--- src/rtl/rxr_pkg.sv ---
package rxr_pkg;
  typedef enum logic [2:0] {
    OP_NONE, OP_RD_STAT, OP_RD_PHI, OP_RD_PLO, OP_WR_BYTE, OP_WR_LEN, OP_WR_STAT
  } memOp_e;

  typedef enum logic [2:0] {
    CZ_NONE, CZ_HUNT, CZ_CMD, CZ_ERR, CZ_CDL
  } closeCause_e;

  typedef struct packed {
    memOp_e      op;
    logic        capStat;
    logic        capPhi;
    logic        capPlo;
    logic        openBuf;
    logic        byteDone;
    logic        dropByte;
    closeCause_e cause;
    logic        advance;
  } dpStrobe_t;

  localparam int EMPTY_B = 15;
  localparam int WRAP_B  = 13;
  localparam int INTR_B  = 12;
  localparam int LAST_B  = 11;
  localparam int CTRL_B  = 7;
  localparam int FULL_B  = 4;
  localparam int HOST_B  = 3;
  localparam int ERR_B   = 1;
  localparam int CDL_B   = 0;
  localparam logic [15:0] RSV_MASK = 16'h4160;
endpackage

--- src/rtl/rxr_dpath.sv ---
module rxr_dpath
  import rxr_pkg::*;
#(
  parameter int AW = 32,
  parameter int LW = 16
) (
  input  logic          clk,
  input  logic          rstN,
  input  logic          enable,
  input  logic [AW-1:0] ringBase,
  input  logic [LW-1:0] maxLen,
  input  logic          rxValid,
  input  logic [7:0]    rxByte,
  input  logic          rxCtl,
  input  dpStrobe_t     s,
  input  logic [15:0]   memRdata,
  output logic          memReq,
  output logic          memWe,
  output logic [AW-1:0] memAddr,
  output logic [15:0]   memWdata,
  output logic [1:0]    memBe,
  output logic          pendValid,
  output logic          pendCtl,
  output logic          hitMax,
  output logic          rdEmpty,
  output logic          intrFlag
);
  localparam int DESC_BYTES = 8;

  logic [AW-1:0] descAddr;
  logic          wrapF, intrF, lastF, ctrlF, fullF, hostF, errF, cdlF;
  logic [15:0]   ptrHi, ptrLo;
  logic [31:0]   ptrFull;
  logic [LW-1:0] count;
  logic [LW:0]   nextCount;
  logic [AW-1:0] byteAddr;
  logic [7:0]    pendByte;
  logic [15:0]   statWord;

  assign ptrFull   = {ptrHi, ptrLo};
  assign byteAddr  = ptrFull[AW-1:0] + AW'(count);
  assign nextCount = {1'b0, count} + 1'b1;
  assign hitMax    = nextCount >= {1'b0, maxLen};
  assign rdEmpty   = memRdata[EMPTY_B];
  assign intrFlag  = intrF;

  always_comb begin
    statWord         = '0;
    statWord[WRAP_B] = wrapF;
    statWord[INTR_B] = intrF;
    statWord[LAST_B] = lastF;
    statWord[CTRL_B] = ctrlF;
    statWord[FULL_B] = fullF;
    statWord[HOST_B] = hostF;
    statWord[ERR_B]  = errF;
    statWord[CDL_B]  = cdlF;
  end

  always_comb begin
    memReq   = 1'b1;
    memWe    = 1'b0;
    memAddr  = descAddr;
    memWdata = '0;
    memBe    = 2'b11;
    case (s.op)
      OP_RD_STAT: memAddr = descAddr;
      OP_RD_PHI:  memAddr = descAddr + AW'(4);
      OP_RD_PLO:  memAddr = descAddr + AW'(6);
      OP_WR_BYTE: begin
        memWe    = 1'b1;
        memAddr  = byteAddr;
        memWdata = {pendByte, pendByte};
        memBe    = byteAddr[0] ? 2'b01 : 2'b10;
      end
      OP_WR_LEN: begin
        memWe    = 1'b1;
        memAddr  = descAddr + AW'(2);
        memWdata = 16'(count);
      end
      OP_WR_STAT: begin
        memWe    = 1'b1;
        memWdata = statWord;
      end
      default: memReq = 1'b0;
    endcase
  end

  always_ff @(posedge clk) begin
    if (!rstN) begin
      descAddr <= '0;
      {wrapF, intrF, lastF, ctrlF, fullF, hostF, errF, cdlF} <= '0;
      ptrHi <= '0;
      ptrLo <= '0;
      count <= '0;
      pendValid <= 1'b0;
      pendByte <= '0;
      pendCtl <= 1'b0;
    end else begin
      if (!enable)       descAddr <= ringBase;
      else if (s.advance) descAddr <= wrapF ? ringBase : descAddr + AW'(DESC_BYTES);

      if (s.capStat) begin
        wrapF <= memRdata[WRAP_B];
        intrF <= memRdata[INTR_B];
      end
      if (s.capPhi) ptrHi <= memRdata;
      if (s.capPlo) ptrLo <= memRdata;

      if (s.openBuf) begin
        count <= '0;
        {lastF, ctrlF, fullF, hostF, errF, cdlF} <= '0;
      end else if (s.byteDone) begin
        count <= nextCount[LW-1:0];
        if (pendCtl) ctrlF <= 1'b1;
        if (hitMax)  fullF <= 1'b1;
      end else begin
        case (s.cause)
          CZ_HUNT: begin hostF <= 1'b1; lastF <= 1'b1; end
          CZ_CMD:  hostF <= 1'b1;
          CZ_ERR:  begin errF <= 1'b1; lastF <= 1'b1; end
          CZ_CDL:  begin cdlF <= 1'b1; lastF <= 1'b1; end
          default: ;
        endcase
      end

      if (!enable) pendValid <= 1'b0;
      else if (rxValid) begin
        pendValid <= 1'b1;
        pendByte  <= rxByte;
        pendCtl   <= rxCtl;
      end else if (s.byteDone || s.dropByte) pendValid <= 1'b0;
    end
  end


  stat_format_chk: assert property (@(posedge clk) disable iff (!rstN)
    (memReq && memWe && s.op == OP_WR_STAT) |-> ((memWdata & RSV_MASK) == 16'h0 && !memWdata[EMPTY_B]));


  drop_clears_chk: assert property (@(posedge clk) disable iff (!rstN)
    (enable && s.dropByte && !rxValid) |=> !pendValid);


  count_bound_chk: assert property (@(posedge clk) disable iff (!rstN)
    (s.byteDone && $stable(maxLen) && maxLen != '0) |-> (count < maxLen));
endmodule

--- src/rtl/rxr_ctrl.sv ---
module rxr_ctrl
  import rxr_pkg::*;
(
  input  logic      clk,
  input  logic      rstN,
  input  logic      enable,
  input  logic      pendValid,
  input  logic      pendCtl,
  input  logic      hitMax,
  input  logic      rdEmpty,
  input  logic      intrFlag,
  input  logic      cmdHunt,
  input  logic      cmdClose,
  input  logic      rxErr,
  input  logic      rxCdLost,
  output dpStrobe_t s,
  output logic      evRx,
  output logic      evBusy
);
  typedef enum logic [2:0] {
    S_IDLE, S_RST, S_CST, S_CPH, S_CPL, S_OPEN, S_WLEN, S_WST
  } state_e;

  state_e st, nxt;
  logic   blocked;

  always_comb begin
    s   = '0;
    nxt = st;
    case (st)
      S_IDLE: nxt = S_RST;
      S_RST: begin
        s.op = OP_RD_STAT;
        nxt  = S_CST;
      end
      S_CST: begin
        if (rdEmpty) begin
          s.capStat = 1'b1;
          s.op      = OP_RD_PHI;
          nxt       = S_CPH;
        end else nxt = S_RST;
      end
      S_CPH: begin
        s.capPhi = 1'b1;
        s.op     = OP_RD_PLO;
        nxt      = S_CPL;
      end
      S_CPL: begin
        s.capPlo  = 1'b1;
        s.openBuf = 1'b1;
        nxt       = S_OPEN;
      end
      S_OPEN: begin
        if (cmdHunt)       begin s.cause = CZ_HUNT; nxt = S_WLEN; end
        else if (cmdClose) begin s.cause = CZ_CMD;  nxt = S_WLEN; end
        else if (rxErr)    begin s.cause = CZ_ERR;  nxt = S_WLEN; end
        else if (rxCdLost) begin s.cause = CZ_CDL;  nxt = S_WLEN; end
        else if (pendValid) begin
          s.op       = OP_WR_BYTE;
          s.byteDone = 1'b1;
          if (pendCtl || hitMax) nxt = S_WLEN;
        end
      end
      S_WLEN: begin
        s.op = OP_WR_LEN;
        nxt  = S_WST;
      end
      S_WST: begin
        s.op      = OP_WR_STAT;
        s.advance = 1'b1;
        nxt       = S_RST;
      end
      default: nxt = S_IDLE;
    endcase
    s.dropByte = blocked && pendValid && (st == S_RST || st == S_CST);
  end

  always_ff @(posedge clk) begin
    if (!rstN || !enable) begin
      st      <= S_IDLE;
      blocked <= 1'b0;
      evRx    <= 1'b0;
      evBusy  <= 1'b0;
    end else begin
      st <= nxt;
      if (st == S_CST) blocked <= !rdEmpty;
      evRx   <= (st == S_WST) && intrFlag;
      evBusy <= s.dropByte;
    end
  end


  len_then_stat_chk: assert property (@(posedge clk) disable iff (!rstN)
    (s.op == OP_WR_STAT) |-> ($past(s.op) == OP_WR_LEN));


  irq_after_stat_chk: assert property (@(posedge clk) disable iff (!rstN)
    evRx |-> ($past(s.op) == OP_WR_STAT));


  no_fill_blocked_chk: assert property (@(posedge clk) disable iff (!rstN)
    blocked |-> (s.op != OP_WR_BYTE));


  idle_quiet_chk: assert property (@(posedge clk) disable iff (!rstN)
    !enable |=> (!evRx && !evBusy && s.op == OP_NONE));
endmodule

--- src/rtl/rx_desc_ring.sv ---
module rx_desc_ring
  import rxr_pkg::*;
#(
  parameter int AW = 32,
  parameter int LW = 16
) (
  input  logic          clk,
  input  logic          rstN,
  input  logic          enable,
  input  logic [AW-1:0] ringBase,
  input  logic [LW-1:0] maxLen,
  input  logic          rxValid,
  input  logic [7:0]    rxByte,
  input  logic          rxCtl,
  input  logic          rxErr,
  input  logic          rxCdLost,
  input  logic          cmdHunt,
  input  logic          cmdClose,
  output logic          memReq,
  output logic          memWe,
  output logic [AW-1:0] memAddr,
  output logic [15:0]   memWdata,
  output logic [1:0]    memBe,
  input  logic [15:0]   memRdata,
  output logic          evRx,
  output logic          evBusy
);
  dpStrobe_t strb;
  logic pendValid, pendCtl, hitMax, rdEmpty, intrFlag;

  rxr_ctrl i_ctrl (
    .clk(clk), .rstN(rstN), .enable(enable),
    .pendValid(pendValid), .pendCtl(pendCtl), .hitMax(hitMax),
    .rdEmpty(rdEmpty), .intrFlag(intrFlag),
    .cmdHunt(cmdHunt), .cmdClose(cmdClose), .rxErr(rxErr), .rxCdLost(rxCdLost),
    .s(strb), .evRx(evRx), .evBusy(evBusy)
  );

  rxr_dpath #(.AW(AW), .LW(LW)) i_dpath (
    .clk(clk), .rstN(rstN), .enable(enable),
    .ringBase(ringBase), .maxLen(maxLen),
    .rxValid(rxValid), .rxByte(rxByte), .rxCtl(rxCtl),
    .s(strb), .memRdata(memRdata),
    .memReq(memReq), .memWe(memWe), .memAddr(memAddr),
    .memWdata(memWdata), .memBe(memBe),
    .pendValid(pendValid), .pendCtl(pendCtl), .hitMax(hitMax),
    .rdEmpty(rdEmpty), .intrFlag(intrFlag)
  );
endmodule

--- config.mk ---
export PLATFORM = sky130hd
export DESIGN_NAME = rx_desc_ring
export DESIGN_NICKNAME = d
export VERILOG_FILES = /design/src/rtl/rxr_pkg.sv /design/src/rtl/rxr_dpath.sv /design/src/rtl/rxr_ctrl.sv /design/src/rtl/rx_desc_ring.sv
export SDC_FILE = /design/constraint.sdc
export NUM_CORES = 1
export LEC_CHECK = 0
export ABC_CLOCK_PERIOD_IN_PS = 3700
export CAP_MARGIN = 20
export CORE_UTILIZATION = 35
export DETAILED_ROUTE_END_ITERATION = 8
export DONT_BUFFER_PORTS = 1
export PLACE_DENSITY_LB_ADDON = 0.05
export SYNTH_ARGS = -nofsm -noshare
export SYNTH_HDL_FRONTEND = slang
export SYNTH_SLANG_ARGS = --single-unit
--- constraint.sdc ---
create_clock -name clk -period 3.7 [get_ports clk]
set_input_delay 0.185 -clock clk [delete_from_list [all_inputs] [get_ports clk]]
set_output_delay 0.185 -clock clk [all_outputs]
set_load 0.005 [all_outputs]
==> results.json, run 1 <==
{
  "peakVddDrop_mv": 0.181,
  "cts.sinks": 104,
  "synth_area_leaders": "dfxtp_1 (26%), nand2_1 (9.4%), a21oi_1 (6.9%)",
  "cp.arrival_ns": 3.21,
  "path_class": "flip-flop to output pin",
  "vias_per_cell": 5.86,
  "synth-xor-area-share_pct": 6.68,
  "drv_slew": 0,
  "synth_top_family_by_area": "simple AND/OR/NAND/NOR gates",
  "synth_common_cells": "nand2_1 (201), a21oi_1 (110), dfxtp_1 (104)",
  "finalHoldWorstSlack_ns": 0.00186,
  "total_power_mw": 2.44,
  "critPathCaptureType": "output pin",
  "finalHoldViolCount": 0,
  "routedWlPerCell_um": 21.8,
  "first_pass_iters": 5,
  "power.leakage_nw": 3.31,
  "crit_fanout": 9,
  "final_area_mm2": 0.00895,
  "grt_start_max_net_pins": 44,
  "synth-edff-count": 0,
  "syn_nets": 1241,
  "finalClockSkew_ns": 0.0108,
  "critPathRequiredTime_ns": 3.51,
  "postRouteAntennaNets": 0,
  "fill_cells": 2407,
  "die_h_um": 153,
  "gr-total-overflow": 0,
  "grt.total_usage_pct": 26.4,
  "syn_area_mm2": 0.00800,
  "final_nets": 1245,
  "fin_util_pct": 40.5,
  "grt_pass1_wl_mm": 47.7,
  "cts_buffers": 9,
  "synth_cell_type_count": 71,
  "setup_ws_ns": 0.308,
  "final_cells": 1411,
  "pre_cts_slack_ns": 0.402,
  "drive_gt1_share_pct": 6.10,
  "htree_num_levels": 3,
  "grt_pass1_vias": 7740,
  "cap_viol_max_count": 0,
  "slew_headroom_pct": 39.5,
  "drt_iter0_markers": 789,
  "setup_tns_ns": 0,
  "routed_wl_mm": 30.8,
  "yosysTopAreaCell": "dfxtp_1",
  "tightest_slew_ns": 0.908,
  "num_io_pins": 135,
  "min_period_ns": 3.39,
  "hp-class": "input port to flip-flop",
  "placed_cell_area_mm2": 0.00829,
  "syn_inst": 1122,
  "status": "finished clean",
  "gp_congestion": 0.853,
  "yosys.area.top_type_share_pct": 26.0,
  "die_w_um": 153,
  "synth-simple-area-share_pct": 27.4,
  "hpwl_mm": 23.1,
  "synth_most_common_cell": "nand2_1",
  "yosysSeqAreaShare_pct": 26.0,
  "synthMuxAreaShare_pct": 1.63,
  "clock_path_buffers": 2,
  "syn2layout_area_growth_pct": 11.8,
  "powerDensity_mw_per_mm2": 272,
  "yosysWarningCount": 0,
  "io_buffers": 0,
  "ys_ff_latch": 104,
  "async_reset_ff_share_pct": 0,
  "setup_viol": 0,
  "synth_fa_ha_area_share_pct": 6.13,
  "n_antenna_cell": 0,
  "synth_area_per_cell_um2": 7.13,
  "start_util_pct": 36.2,
  "dr_total_vias": 8270,
  "rsz0062_at_grt": "false",
  "die_area_mm2": 0.0235,
  "min_period_over_period_pct": 91.7,
  "synth_ff_type": "dfxtp_1",
  "post-cts-setup-buffers": 0,
  "row_count": 54,
  "root_buffer": "clkbuf_16",
  "cts_tree": "done",
  "path_clk_slew_ns": 0.08,
  "core-area_mm2": 0.0221,
  "synth_compound_area_share_pct": 26.8,
  "fmaxAchievable_ghz": 0.295,
  "critPathLaunchType": "flip-flop",
  "antenna_found_initial": 0,
  "drc": 0,
  "clk_latency_ns": 0.36,
  "dpl.cell_count": 1358
}
layer usage:
metal  GRT usage [%]  part of all wire, %
met1            37.8                   48
met5               0                    0
met4            6.88                  1.6
met2            40.6                   44
met3            4.48                  6.6
report_power, final:
group          leakage (nW)  switching [mW]  internal, mW  total [mW]
clock                 0.137           0.490         0.482       0.973
combinational          2.33           0.158         0.110       0.267
sequential            0.846          0.0512          1.15        1.20
total                  3.31           0.699          1.74        2.44
final cells by class:
class / count / area [um^2] / area share [%]
clock inverter: 5 / 38.8 / 0.434
sequential: 104 / 2080 / 23.3
clock buffer: 11 / 243 / 2.71
multi-input combinational: 908 / 5500 / 61.5
timing repair buffer: 67 / 596 / 6.66
inverter: 36 / 135 / 1.51
tap: 280 / 350 / 3.92
layout by cell type, fill, tap and decap left out, types with 5 or more instances in the layout:
cell type        n
nand4_1         16
nor4_1          10
a311o_1          5
nor3_1          28
a221oi_1        10
o211ai_1         6
nand2b_1         6
buf_4           30
o21ai_0         78
xnor2_1         30
nand3_1         59
a31oi_1         20
a22o_1           5
a21o_1          21
o31ai_1          6
and4_1           8
nor2_1          71
ha_1            36
dfxtp_1        102
and2_1          13
clkbuf_16        9
inv_1           35
mux2i_1         13
or3_1            9
and3_1          15
a21oi_1        110
dlygate4sd3_1   37
a21boi_0        14
o221ai_1         7
xor2_1          31
o311ai_0         6
nand2_1        201
a22oi_1          6
nor2b_1          6
repair_timing:
| action | CTS | global route |
|---|---|---|
| gates resized for setup | 0 | 3 |
| hold buffers | 37 | 0 |
| endpoints found under the setup margin | 0 | 3 |
| hold endpoints to repair | 71 | 0 |
final timing paths:
path                                         start                          endpoint  slack (ns)  cells after the start
setup / recovery  i_dpath.descAddr[4]$_SDFFE_PN0P_                       memAddr[31]        0.31                      8
hold / removal                         memRdata[3]     i_dpath.ptrHi[3]$_SDFFE_PN0P_       0.002                      2
hold reg to reg   i_dpath.pendByte[3]$_SDFFE_PN0P_  i_dpath.pendByte[3]$_SDFFE_PN0P_        0.46                      2
setup reg to reg     i_dpath.count[2]$_SDFFE_PP0N_         i_ctrl.st[1]$_SDFFE_PN0P_        0.36                     11
worst max-delay path, stage by stage (launching register included):
cell and delay, ns:
dfxtp_1 0.49, ha_1 0.42, nand4_1 0.26, or3_1 0.41, nor4_4 0.43, nand3_1 0.16, xor2_1 0.16, o22ai_1 0.09
or3_1 0.42
registers in the layout, summed over array words and instances, names as in the netlist:
signal / count
i_dpath.pendCtl: 1
i_dpath.wrapF: 1
i_dpath.hostF: 1
i_dpath.intrFlag: 1
i_ctrl.blocked: 1
i_dpath.fullF: 1
i_dpath.ptrHi: 16
i_dpath.count: 16
i_ctrl.evRx: 1
i_dpath.errF: 1
i_dpath.cdlF: 1
i_ctrl.st: 3
i_ctrl.evBusy: 1
i_dpath.lastF: 1
i_dpath.ptrLo: 16
i_dpath.pendValid: 1
i_dpath.pendByte: 8
i_dpath.ctrlF: 1
i_dpath.descAddr: 32
logic make-up (layout without fill, tap and decap cells):
kind of cell,Yosys count,in the layout
mux,13,13
compound gates,332,332
simple gates,464,464
xor+xnor,61,61
flops,104,104
buf+inv,110,119
fa+ha+maj,38,38
Note: power is estimated with default switching activity, not from simulation.
==> run 2, diff against run 1 <==
- CORE_UTILIZATION: 35 -> 39
==> run 2 against run 1 <==
Power up 7.5%; clock-buffer cell count down 1; utilization is 4.1 points higher; cell count is 0.78% lower; largest power group unchanged.
==> results.json, run 2 (same netlist as run 1, synthesis figures left out) <==
{
  "r2r_cells": 13,
  "min_period_ns": 3.38,
  "setup_tns_ns": 0,
  "crit_path_top_delay_cell": "dfxtp_1",
  "io_buffers": 0,
  "gr-total-overflow": 0,
  "powerDensity_mw_per_mm2": 291,
  "mostFrequentLayoutCells": "nand2_1 (201), a21oi_1 (110), dfxtp_1 (104), o21ai_0 (78), nor2_1 (71)",
  "critPathCaptureType": "output pin",
  "tightest_slew_ns": 1.08,
  "path_clk_slew_ns": 0.07,
  "num_io_pins": 135,
  "fmaxAchievable_ghz": 0.296,
  "n_antenna_cell": 0,
  "routed_wl_mm": 29.8,
  "clk_latency_ns": 0.37,
  "min_path_cells": 2,
  "start_util_pct": 39.7,
  "cts_tree": "done",
  "cts.sinks": 104,
  "htree_num_levels": 3,
  "die_area_mm2": 0.0211,
  "first_pass_iters": 5,
  "grt_pass1_vias": 7776,
  "rrSetupSlack_ns": 0.35,
  "clock_path_buffers": 2,
  "row_count": 52,
  "postRouteAntennaNets": 0,
  "rr_startpoint": "i_dpath.count[0]$_SDFFE_PP0N_",
  "critPathLaunchType": "flip-flop",
  "critPathLaunch": "i_ctrl.st[0]$_SDFFE_PN0P_",
  "drt_iter0_markers": 711,
  "r2r-end": "i_ctrl.st[1]$_SDFFE_PN0P_",
  "vias_per_cell": 5.90,
  "min_period_over_period_pct": 91.3,
  "peakVddDrop_mv": 0.179,
  "final_nets": 1245,
  "setup_viol": 0,
  "finalHoldViolCount": 0,
  "path_common_cell": "o21ai_0",
  "drv_slew": 0,
  "final_cells": 1400,
  "grt.total_usage_pct": 28.1,
  "power.leakage_nw": 3.34,
  "dpl.cell_count": 1348,
  "cts-resized-gates": 0,
  "slowest_delay_ns": 0.41,
  "grt_start_max_net_pins": 54,
  "hp-start": "ringBase[12]",
  "core-area_mm2": 0.0202,
  "path_cells": "nor2_1 > inv_1 > ha_1 > a21oi_1 > buf_4 > nor4b_2 > nand3_1 > o21ai_0 > a31oi_1 > nor3_1 > o21ai_0",
  "finalClockSkew_ns": 0.00788,
  "dr_total_vias": 8263,
  "syn2layout_area_growth_pct": 12.4,
  "slew_headroom_pct": 27.9,
  "die_h_um": 145,
  "cp.arrival_ns": 3.19,
  "critPathBufInv": 2,
  "grt_pass1_wl_mm": 46.1,
  "cap_viol_max_count": 0,
  "die_w_um": 145,
  "hp-class": "input port to flip-flop",
  "drc": 0,
  "path_class": "flip-flop to output pin",
  "crit_family": "simple AND/OR/NAND/NOR gates",
  "crit_fanout": 8,
  "holdPathEnd": "i_dpath.descAddr[12]$_SDFFE_PN0P_",
  "root_buffer": "clkbuf_16",
  "status": "finished clean",
  "routedWlPerCell_um": 21.3,
  "cts_buffers": 9,
  "rsz0062_at_grt": "false",
  "regMostFlops": "i_dpath.descAddr",
  "final_common_cell": "nand2_1",
  "critPathRequiredTime_ns": 3.51,
  "antenna_found_initial": 0,
  "drive_gt1_share_pct": 5.84,
  "gp_congestion": 0.878,
  "largest_reg_flops": 32,
  "hpwl_mm": 22.1
}
## run 2: cell types whose count changed in the layout (fill, tap and decap cells not counted)
| cell | change |
|---|---|
| dfxtp_1 | +2 |
| nor3_2 | -1 |
| clkinv_4 | -1 |
| inv_6 | -1 |
| clkbuf_1 | -1 |
| dfxtp_2 | -2 |
| clkinvlp_4 | -1 |
| nor3_1 | +1 |
| bufinv_16 | +3 |
## run 2: power by group
group | total (mW) | switching, mW | leakage (nW) | internal (mW)
logic | 0.265 | 0.157 | 2.33 | 0.108
clock network | 1.16 | 0.478 | 0.169 | 0.679
registers | 1.20 | 0.0508 | 0.845 | 1.15
## run 2: worst max path at each step
| stage | to | cells past startpoint | slack, ns |
|---|---|---|---|
| after global placement | i_ctrl.st[1]$_SDFFE_PN0P_ | 12 | 0.46 |
| after detailed placement | i_ctrl.st[1]$_SDFFE_PN0P_ | 13 | 0.36 |
| after floorplan | i_ctrl.st[1]$_SDFFE_PN0P_ | 14 | 0.79 |
| after CTS | memAddr[16] | 9 | 0.32 |
| after global routing | i_ctrl.st[1]$_SDFFE_PN0P_ | 11 | 0.05 |
| final | memAddr[18] | 11 | 0.32 |
## run 2: layout make-up
class                           count  area, um^2
Fill cell                        2173       11200
Multi-Input combinational cell    908        5500
Sequential cell                   104        2080
Timing Repair Buffer               67         596
Tap cell                          270         338
Clock buffer                       10         239
Inverter                           36         135
Clock inverter                      5         104
## run 2: timing repair
| action | 4_1_cts | 5_1_grt |
|---|---|---|
| setup buffers | 0 | 0 |
| hold endpoints to repair | 70 | 1 |
| hold buffers | 36 | 1 |
## run 2: worst reg2reg max path: cells and delay by family, from the launching register on
kind                     cells  cell delay (ns)
flip-flops                   1             0.47
AND/OR/NAND/NOR              6             1.40
adder cells (fa/ha/maj)      1             0.31
AO/OA/AOI/OAI                5             0.93
XOR/XNOR                     1             0.13
## run 2: stage by stage
stage          utilization (%)  hold WS, ns  instance area [um^2]  setup WS, ns  total power [mW]
6_report                  44.6      0.00853                  8990         0.321              2.62
5_1_grt                   44.6      0.00543                  8990        0.0471              2.70
4_1_cts                   44.5      0.00204                  8980         0.320              2.63
3_5_place_dp              41.0        0.309                  8280         0.357              1.44
3_3_place_gp              41.0        0.308                  8280         0.458              1.44
2_1_floorplan                -        0.321                  8000         0.786              1.37
## run 2: layer usage
metal / track usage, % / vias up / wire, um
li1: - / 4046 / -
met3: 5.13 / 34 / 1650
met5: 0 / - / 0
met2: 44.3 / 255 / 13200
met4: 7.63 / 0 / 588
met1: 39.2 / 3928 / 14300
